`config.mk`:
```
export PLATFORM = sky130hd
export DESIGN_NAME = wake_monitor
export DESIGN_NICKNAME = d
export VERILOG_FILES = /design/src/rtl/wake_monitor_pkg.sv /design/src/rtl/wm_sync.sv /design/src/rtl/wm_detect.sv /design/src/rtl/wm_regfile.sv /design/src/rtl/wake_monitor.sv
export SDC_FILE = /design/constraint.sdc
export NUM_CORES = 1
export LEC_CHECK = 0
export BUFFER_PORTS_ARGS = -buffer_cell sky130_fd_sc_hd__buf_2
export CAP_MARGIN = 15
export CORE_MARGIN = 2
export CORE_UTILIZATION = 35
export CTS_BUF_LIST = sky130_fd_sc_hd__clkbuf_4 sky130_fd_sc_hd__clkbuf_8 sky130_fd_sc_hd__clkbuf_16
export CTS_CLUSTER_SIZE = 10
export DETAILED_ROUTE_END_ITERATION = 6
export HOLD_SLACK_MARGIN = 0.1
export PLACE_DENSITY_LB_ADDON = 0.1
export SLEW_MARGIN = 0
export SYNTH_ARGS = -nofsm -noshare
export SYNTH_HDL_FRONTEND = slang
export SYNTH_HIERARCHICAL = 1
export SYNTH_SLANG_ARGS = --single-unit
```
`constraint.sdc`:
```
create_clock -name clk -period 3.94 [get_ports clk]
set_input_delay 0.394 -clock clk [delete_from_list [all_inputs] [get_ports clk]]
set_output_delay 0.394 -clock clk [all_outputs]
set_load 0.02 [all_outputs]
```
`src/rtl/wake_monitor_pkg.sv`:
```
package wake_monitor_pkg;
  localparam int WORD_W      = 32;
  localparam int TIMER_WORDS = 2;
  localparam int NUM_BANKS   = 5;

  typedef enum logic [2:0] {
    BK_ENABLE = 3'd0,
    BK_FALL   = 3'd1,
    BK_RISE   = 3'd2,
    BK_POL    = 3'd3,
    BK_STATUS = 3'd4
  } bank_e;

  function automatic int words_for(input int pins);
    return (pins + WORD_W - 1) / WORD_W;
  endfunction
endpackage

```
`src/rtl/wm_sync.sv`:
```
module wm_sync #(
  parameter int N      = 40,
  parameter int STAGES = 2
) (
  input  logic         clk,
  input  logic         rst_n,
  input  logic [N-1:0] pin_i,
  output logic [N-1:0] cur_o,
  output logic [N-1:0] prev_o
);
  logic [N-1:0] stg_q [STAGES];

  for (genvar s = 0; s < STAGES; s++) begin : g_stage
    always_ff @(posedge clk or negedge rst_n) begin
      if (!rst_n) stg_q[s] <= '0;
      else if (s == 0) stg_q[s] <= pin_i;
      else stg_q[s] <= stg_q[(s == 0) ? 0 : s-1];
    end
  end

  always_ff @(posedge clk or negedge rst_n) begin
    if (!rst_n) prev_o <= '0;
    else prev_o <= stg_q[STAGES-1];
  end

  assign cur_o = stg_q[STAGES-1];
endmodule

```
`src/rtl/wm_detect.sv`:
```
module wm_detect #(
  parameter int N = 40
) (
  input  logic [N-1:0] cur_i,
  input  logic [N-1:0] prev_i,
  input  logic [N-1:0] rise_i,
  input  logic [N-1:0] fall_i,
  input  logic [N-1:0] pol_i,
  output logic [N-1:0] evt_o
);
  for (genvar g = 0; g < N; g++) begin : g_pin
    logic edge_mode, edge_hit, lvl_hit;
    assign edge_mode = rise_i[g] | fall_i[g];
    assign edge_hit  = (rise_i[g] & cur_i[g] & ~prev_i[g]) |
                       (fall_i[g] & ~cur_i[g] & prev_i[g]);
    assign lvl_hit   = pol_i[g] ? cur_i[g] : ~cur_i[g];
    assign evt_o[g]  = edge_mode ? edge_hit : lvl_hit;
  end
endmodule

```
`src/rtl/wm_regfile.sv`:
```
module wm_regfile
  import wake_monitor_pkg::*;
#(
  parameter int PIN_CNT = 40,
  parameter int ADDR_W  = 8
) (
  input  logic               clk,
  input  logic               rst_n,
  input  logic [ADDR_W-1:0]  bus_addr,
  input  logic               bus_we,
  input  logic [WORD_W-1:0]  bus_wdata,
  output logic [WORD_W-1:0]  bus_rdata,
  input  logic [PIN_CNT-1:0] evt_i,
  output logic [PIN_CNT-1:0] enable_o,
  output logic [PIN_CNT-1:0] fall_o,
  output logic [PIN_CNT-1:0] rise_o,
  output logic [PIN_CNT-1:0] pol_o,
  output logic [PIN_CNT-1:0] status_o
);
  localparam int STRIDE = words_for(PIN_CNT);
  localparam int PADW   = STRIDE * WORD_W;
  localparam int TOTAL  = TIMER_WORDS + NUM_BANKS * STRIDE;
  localparam logic [PADW-1:0] LIVE = ~({PADW{1'b1}} << PIN_CNT);
  localparam int NCFG   = NUM_BANKS - 1;

  logic [WORD_W-1:0] timer_q [TIMER_WORDS];
  logic [PADW-1:0]   cfg_q [NCFG];
  logic [PADW-1:0]   status_q, status_n, set_vec, evt_pad;
  logic [PADW-1:0]   bank_view [NUM_BANKS];
  logic [WORD_W-1:0] rd_word;
  logic              in_bank, stat_wr;
  int                off, bsel, wsel;

  // address decode
  always_comb begin
    in_bank = (int'(bus_addr) >= TIMER_WORDS) && (int'(bus_addr) < TOTAL);
    off     = in_bank ? int'(bus_addr) - TIMER_WORDS : 0;
    bsel    = off / STRIDE;
    wsel    = off % STRIDE;
    stat_wr = bus_we && in_bank && (bsel == int'(BK_STATUS));
  end

  for (genvar t = 0; t < TIMER_WORDS; t++) begin : g_timer
    always_ff @(posedge clk or negedge rst_n) begin
      if (!rst_n) timer_q[t] <= '0;
      else if (bus_we && int'(bus_addr) == t) timer_q[t] <= bus_wdata;
    end
  end

  for (genvar b = 0; b < NCFG; b++) begin : g_cfg
    always_ff @(posedge clk or negedge rst_n) begin
      if (!rst_n) cfg_q[b] <= '0;
      else if (bus_we && in_bank && bsel == b)
        cfg_q[b][wsel*WORD_W +: WORD_W] <= bus_wdata & LIVE[wsel*WORD_W +: WORD_W];
    end
  end

  // sticky status: event wins over clear
  assign evt_pad = PADW'(evt_i);
  assign set_vec = evt_pad & cfg_q[int'(BK_ENABLE)];

  always_comb begin
    status_n = status_q;
    if (stat_wr)
      status_n[wsel*WORD_W +: WORD_W] = status_q[wsel*WORD_W +: WORD_W] & bus_wdata;
    status_n = status_n | set_vec;
  end

  always_ff @(posedge clk or negedge rst_n) begin
    if (!rst_n) status_q <= '0;
    else status_q <= status_n & LIVE;
  end

  // read path
  always_comb begin
    for (int b = 0; b < NCFG; b++) bank_view[b] = cfg_q[b];
    bank_view[int'(BK_STATUS)] = status_q;
  end

  always_comb begin
    rd_word = '0;
    for (int t = 0; t < TIMER_WORDS; t++)
      if (int'(bus_addr) == t) rd_word = timer_q[t];
    if (in_bank) rd_word = bank_view[bsel][wsel*WORD_W +: WORD_W];
  end

  always_ff @(posedge clk or negedge rst_n) begin
    if (!rst_n) bus_rdata <= '0;
    else bus_rdata <= rd_word;
  end

  assign enable_o = cfg_q[int'(BK_ENABLE)][PIN_CNT-1:0];
  assign fall_o   = cfg_q[int'(BK_FALL)][PIN_CNT-1:0];
  assign rise_o   = cfg_q[int'(BK_RISE)][PIN_CNT-1:0];
  assign pol_o    = cfg_q[int'(BK_POL)][PIN_CNT-1:0];
  assign status_o = status_q[PIN_CNT-1:0];

  // timer word keeps its value unless addressed by a write
  assert_timer_hold_R3: assert property (@(posedge clk) disable iff (!rst_n)
    !(bus_we && int'(bus_addr) == 0) |=> $stable(timer_q[0]));

  // unmapped addresses read as zero
  assert_oob_zero_R4: assert property (@(posedge clk) disable iff (!rst_n)
    (int'(bus_addr) >= TOTAL) |=> (bus_rdata == '0));

  // read data is the pre-write content, one cycle later
  assert_rd_latency_R5: assert property (@(posedge clk) disable iff (!rst_n)
    (int'(bus_addr) == 0) |=> (bus_rdata == $past(timer_q[0])));

  // no new status bit on a disabled pin
  assert_gate_R8: assert property (@(posedge clk) disable iff (!rst_n)
    1'b1 |=> ((status_o & ~$past(status_o) & ~$past(enable_o)) == '0));

  // without a status write, set bits remain set
  assert_sticky_R9: assert property (@(posedge clk) disable iff (!rst_n)
    !stat_wr |=> ((status_o & $past(status_o)) == $past(status_o)));
endmodule

```
`src/rtl/wake_monitor.sv`:
```
module wake_monitor
  import wake_monitor_pkg::*;
#(
  parameter int PIN_CNT     = 40,
  parameter int ADDR_W      = 8,
  parameter int SYNC_STAGES = 2
) (
  input  logic               clk,
  input  logic               rst_n,
  input  logic [PIN_CNT-1:0] pins_i,
  input  logic [ADDR_W-1:0]  reg_addr,
  input  logic               reg_we,
  input  logic [WORD_W-1:0]  reg_wdata,
  output logic [WORD_W-1:0]  reg_rdata,
  output logic               wake_o
);
  logic [PIN_CNT-1:0] cur, prev, evt, enable, fall, rise, pol, status;

  wm_sync #(.N(PIN_CNT), .STAGES(SYNC_STAGES)) u_sync (
    .clk   (clk),
    .rst_n (rst_n),
    .pin_i (pins_i),
    .cur_o (cur),
    .prev_o(prev)
  );

  wm_detect #(.N(PIN_CNT)) u_detect (
    .cur_i (cur),
    .prev_i(prev),
    .rise_i(rise),
    .fall_i(fall),
    .pol_i (pol),
    .evt_o (evt)
  );

  wm_regfile #(.PIN_CNT(PIN_CNT), .ADDR_W(ADDR_W)) u_regs (
    .clk      (clk),
    .rst_n    (rst_n),
    .bus_addr (reg_addr),
    .bus_we   (reg_we),
    .bus_wdata(reg_wdata),
    .bus_rdata(reg_rdata),
    .evt_i    (evt),
    .enable_o (enable),
    .fall_o   (fall),
    .rise_o   (rise),
    .pol_o    (pol),
    .status_o (status)
  );

  assign wake_o = |(status & enable);

  // an edge-armed pin only fires when its synchronised value changed
  assert_edge_change_R6: assert property (@(posedge clk) disable iff (!rst_n)
    ((evt & (rise | fall) & ~(cur ^ prev)) == '0));
endmodule

```
# [Yosys cells after proc, flatten, opt, wreduce, memory -nomap -nowiden]
# Cells that the tools add are included.
[word_totals] ff_bits=512 in_bits=83 out_inout_bits=33 elab_cells=460
[classes] n_addsub=3 order_cmp=3 eq_ne=5 shifts=6 muxes=93 n_bitwise=327 reduce_logical=12
[op_table] cell="bitwise mux 64 bit" n=5
[op_table] cell="binary-select mux 64 bit (select 3 bit)" n=1
[op_table] cell="AND 1 bit" n=161
[op_table] cell="two-way mux 32 bit" n=4
[op_table] cell="two-way mux 64 bit" n=2
[op_table] cell="variable part select 32 x 33 -> 64 bit" n=2
[op_table] cell="variable part select 64 x 7 -> 32 bit" n=2
[op_table] cell="AND 40 bit" n=2
[op_table] cell="two-way mux 1 bit" n=80
[op_table] cell="inverter 1 bit" n=80
[op_table] cell="OR 1 bit" n=80
[op_table] cell="AND 32 bit" n=2
[op_table] cell="equality test 32 x 3 -> 1 bit, second input constant" n=2
[op_table] cell="variable shift 32 x 33 -> 64 bit, first input constant" n=1
[op_table] cell="variable part select 64 x 7 -> 32 bit, first input constant" n=1
[op_table] cell="two-way mux 40 bit" n=1
[op_table] cell="OR 40 bit" n=1
[op_table] cell="OR reduction 40 bit" n=1
[op_table] cell="negation 7 -> 33 bit" n=1
[op_table] cell="adder 32 x 1 -> 32 bit" n=1
[op_table] cell="equality test 32 x 2 -> 1 bit, second input constant" n=1
[op_table] cell="equality test 32 x 4 -> 1 bit, second input constant" n=1
[op_table] cell="greater-or-equal comparator 32 x 4 -> 1 bit, second input constant" n=1
[op_table] cell="logical NOT 32 bit" n=1
[op_table] cell="other kinds (7)" n=15

# [Longest topological paths before layout]
[depth] word_depth=11 ltp_mapped=18 depth_no_buf=15

# [Hierarchy]
# Netlist, hierarchy kept.
[by_module_without_submodules] mod="wm_regfile" instances=1 cells_each=1485 area_each_um2=19866.6 seq_area_each_um2=9809.4
[by_module_without_submodules] mod="wm_sync" instances=1 cells_each=160 area_each_um2=3303.2 seq_area_each_um2=3002.9
[by_module_without_submodules] mod="wm_detect" instances=1 cells_each=200 area_each_um2=1451.4 seq_area_each_um2=0.0
[by_module_without_submodules] mod="wake_monitor" instances=1 cells_each=26 area_each_um2=195.2 seq_area_each_um2=0.0

# [Least setup slack after synthesis]
# OpenSTA, ideal clock, no wires.
[synth_path] kind="input-to-reg" from="input port reg_addr[4]" to="register u_regs.cfg_q (netlist bit u_regs/enable_o[34])" setup_ps=125 t_arrival_ps=4409 t_required_ps=3815 setup_slack_ps=-594 path_stages=16 path_buffers=4 cell_sequence="buf_2 > nor4_4 > nand3_1 > clkbuf_1 > nor2_1 > ha_1 > ha_1 > buf_1 > nand2_1 > ha_1 > or4b_2 > nor3_1 > nand3_1 > a2111oi_2 > buf_2 > mux2_2"
[synth_between] elab_chain_len=8 elab_cells_between_ends=16 classes_between="add/sub (3); order compare (2); shift (3); mux (2); bitwise (2); reduce/logical (4)"
[synth_rtl] element="start: declaration" line_no="wake_monitor.sv:11" rtl="input logic [ADDR_W-1:0] reg_addr,"
[synth_rtl] element="greater-or-equal comparator 8 x 2 -> 1 bit / < comparator 8 x 4 -> 1 bit (equally long branches)" line_no="wm_regfile.sv:36" rtl="in_bank = (int'(bus_addr) >= TIMER_WORDS) && (int'(bus_addr) < TOTAL);"
[synth_rtl] element="logical AND 1 bit" line_no="wm_regfile.sv:36"
[synth_rtl] element="two-way mux 32 bit" line_no="wm_regfile.sv:37" rtl="off = in_bank ? int'(bus_addr) - TIMER_WORDS : 0;"
[synth_rtl] element="AND 1 bit (no line)"
[synth_rtl] element="variable part select 64 x 7 -> 32 bit" line_no="wm_regfile.sv:54" rtl="cfg_q[b][wsel*WORD_W +: WORD_W] <= bus_wdata & LIVE[wsel*WORD_W +: WORD_W];"
[synth_rtl] element="AND 32 bit" line_no="wm_regfile.sv:54"
[synth_rtl] element="variable part select 32 x 33 -> 64 bit" line_no="wm_regfile.sv:54"
[synth_rtl] element="bitwise mux 64 bit" line_no="wm_regfile.sv:54"
[synth_rtl] element="end signal: indexed assignment" line_no="wm_regfile.sv:54"
[synth_rtl] element="end: declaration" line_no="wm_regfile.sv:27" rtl="logic [PADW-1:0] cfg_q [NCFG];"
# Several ways; a longest one is shown, not always the timed one.
# A chain may end at the register's enable or synchronous reset.

# [Worst setup path after layout]
[layout_path] from="input port reg_addr[7]" to="register u_regs.cfg_q (netlist bit u_regs/enable_o[27])"
# The elaborated chain is that of the path after synthesis.

==> flow_summary.toml <==
[run_status]
status = "finished clean"

[logic_synthesis]
yosysUniqueCellTypes = 65
ys_warn_count = 6
synth_area_sq_um = 24800
synthCells = 1871
synth_edf_count = 0
synth_seq_cells = 512
synth_area_leader_cell = "dfrtp_1"
syn-num-nets = 1966
async_flop_share = 1.00
synth.area.top_cells = "dfrtp_1 (52%), buf_4 (7.3%), mux2_4 (7.3%), mux4_2 (5.8%), mux2_2 (4.8%)"
syn_avg_cell_area_sq_um = 13.3
synthFlopType = "dfrtp_1"
ys_seq_area_frac = 0.516
yosys.area.top_type_share = 0.516

[timing]
layout_min_cycle_time_ns = 3.66
setup_slack_ns = 0.282
final-setup-viol-count = 0
max_freq_mhz = 273
max_slew_margin = 0.356
finalHoldViolCount = 0
worst_pin_slew_ns = 0.960
clock_skew_ns = 0.0182
fin_setup_tns_ns = 0
timing.final.crit_share = 0.928
slew_viol_final = 0
rsz0062_at_grt = "no"

[critical_path]
worst_r2r_startpoint = "u_regs/enable_o[36]"
critical_path.startpoint_type = "input port"
critPathMaxStageDelay_ns = 0.48
worst-setup-path-type = "input port to flip-flop"
cp_top_family = "simple AND/OR/NAND/NOR gates"
path_depth = 16
crit_arrival_ns = 4.13
cp-end-kind = "flip-flop"
ff2ff_path_depth = 3
crit_path_cell_trace = "buf_2 > nor4_4 > nand4_1 > nor2_2 > ha_4 > nor2b_4 > buf_4 > nand3_1 > ha_1 > nor4b_1 > nor2b_1 > buf_4 > and3_1 > o2111ai_4 > buf_12 > mux2_4"
cp.required_ns = 4.41
r2r_slack_ns = 2.42
crit_fanout = 20
endpoint = "u_regs/enable_o[27]"
crit_start = "reg_addr[7]"
crit_buf_inv = 4
cp_slowest_cell = "nor4b_1"
cpMostUsedCell = "buf_4"
r2r-end = "u_regs/bus_rdata[4]"

[clocking]
cts_tree = "done"
clk_path_buf_depth = 3
root_buffer = "clkbuf_16"
cts_sinks = 512
ctsHtreeMaxLevel = 3
cts_made_buffers = 66
clkLatencyLatePin_ns = 0.60
path_clk_slew_ns = 0.05

[final_layout]
regArea_sq_um = 12800
drive_gt1_frac = 0.340
layout_commonest_cell = "dfrtp_1"
n_antenna_cell = 0
multi_input_area_sq_um = 9810
fillCellCount = 6628
final_cell_mix = "dfrtp_1 (512), mux2_4 (120), buf_2 (114), mux2_2 (106), a22oi_1 (79)"
post-route-util = 0.400
syn_to_final_growth_pct = 13.0
layout.nets = 1959

[routing]
ant_nets = 0
drt_iter0_markers = 850
via_count = 14672
first_pass_iters = 5
wl_um = 65200
via_per_inst = 5.16
wire_per_inst_um = 23.0
drc_errors = 0

[grt]
grt_max_degree = 89
grt_pass1_vias = 15516
grt_pass1_wl_um = 101000
antenna_found_initial = 2
grtUsageTotal = 0.181
overflow = 0

[power]
pwr-share-clk = 0.475
p_int_mw = 9.34
swShare = 0.234
p_leak_nw = 13.3
powerDensity_nw_per_um2 = 435
seqPwrFrac = 0.459
p_sw_mw = 2.85
comb_power_share = 0.067
ir_worst_vdd_uv = 233
power.total_mw = 12.2

[job]
maxCapViolations = 0

[floorplan]
dieArea_sq_um = 73000
coreArea_sq_um = 70100
initial_core_util = 0.354
rows = 97
die_w_um = 270
die_height_um = 270
io_pins = 116

[placed_design]
numPortBuffers = 115
dp_hpwl_um = 41000
place_ws_ns = -0.251
gp_congestion = 0.804

[worst_hold_path]
hold_class = "input port to flip-flop"
==> kinds of logic after synthesis <==
family | after synthesis | share of synthesized area
flip-flops | 512 | 0.516
adder cells (fa/ha/maj) | 12 | 0.00605
multiplexers | 358 | 0.207
AO/OA/AOI/OAI | 280 | 0.0845
AND/OR/NAND/NOR | 344 | 0.0898
buffers and inverters | 362 | 0.0955
XOR/XNOR | 3 | 0.00136
==> state kept, by name (all words and copies together), names as in the netlist <==
signal,flops
u_regs/pol_o,40
u_regs/fall_o,40
u_regs/bank_view,96
u_sync/cur_o,40
u_regs/timer_q,64
u_sync/prev_o,40
u_regs/rise_o,40
u_regs/enable_o,40
u_regs/bus_rdata,32
u_sync/stg_q,40
u_regs/status_q,40
==> worst reg2reg max path: cells and delay by family, from the launching register on <==
| kind | cells | cell delay (ns) |
|---|---|---|
| AOI/OAI and AO/OA | 1 | 0.22 |
| DFF | 1 | 0.47 |
| muxes | 2 | 0.65 |
==> routing by layer <==
metal	part of all wire	track usage	vias up	routed length, um
li1	-	-	6563	-
met1	0.47	0.258	7712	30900
met2	0.47	0.285	289	30400
met3	0.037	0.0300	104	2430
met4	0.023	0.0519	4	1490
met5	0.00040	0	-	26
==> synth_stat cells (all sizes together), types with 11 or more instances <==
cell type and instances:
o21ai 47, o221ai 11, inv 35, or3b 40, dfrtp 512, or3 43
nand2 28, nor2b 76, a32oi 40, mux4 64, and2 41, buf 276
a22o 22, ha 12, a22oi 80, nor3 31, or2b 40, clkbuf 51
mux2i 62, a21oi 56, mux2 232
==> power groups by stage <==
stage          Sequential, mW  Combinational, mW  Clock [mW]
2_1_floorplan            5.62              0.570           0
3_3_place_gp             5.68              0.792           0
3_5_place_dp             5.69              0.799           0
4_1_cts                  5.59              0.834        6.00
5_1_grt                  5.62              0.899        6.22
6_report                 5.60              0.814        5.79
==> what timing repair did <==
action / CTS / global route
resized for setup: 0 / 0
hold buffers: 42 / 0
buffers inserted: 0 / 0
endpoints found under the hold margin: 119 / 0
==> through the flow <==
step           std cells  hold WS [ns]  area (sq um)
3_3_place_gp        2694         0.332         25500
6_report            2842         0.134         28000
5_1_grt             2842         0.127         28000
3_5_place_dp        2694         0.335         25500
2_1_floorplan       1871        0.0984         25000
4_1_cts             2842         0.106         28000
==> final cells by class <==
| type | count | share of cell area |
|---|---|---|
| Clock inverter | 13 | 0.00553 |
| Sequential cell | 512 | 0.457 |
| Clock buffer | 93 | 0.0683 |
| Timing Repair Buffer | 252 | 0.0725 |
| Tap cell | 940 | 0.0420 |
| Multi-Input combinational cell | 997 | 0.350 |
| Inverter | 35 | 0.00469 |
==> worst min path at each step <==
stage | startpoint | endpoint | depth (start not counted)
final | reg_wdata[17] | u_regs/enable_o[17] | 2
after global routing | reg_wdata[17] | u_regs/enable_o[17] | 2
after CTS | reg_wdata[17] | u_regs/enable_o[17] | 2
after detailed placement | u_sync/stg_q[51] | u_sync/cur_o[11] | 0
after global placement | u_sync/stg_q[44] | u_sync/cur_o[4] | 0
after floorplan | rst_n | u_regs/bank_view[104] | 0
Note: power is estimated with default switching activity, not from simulation.
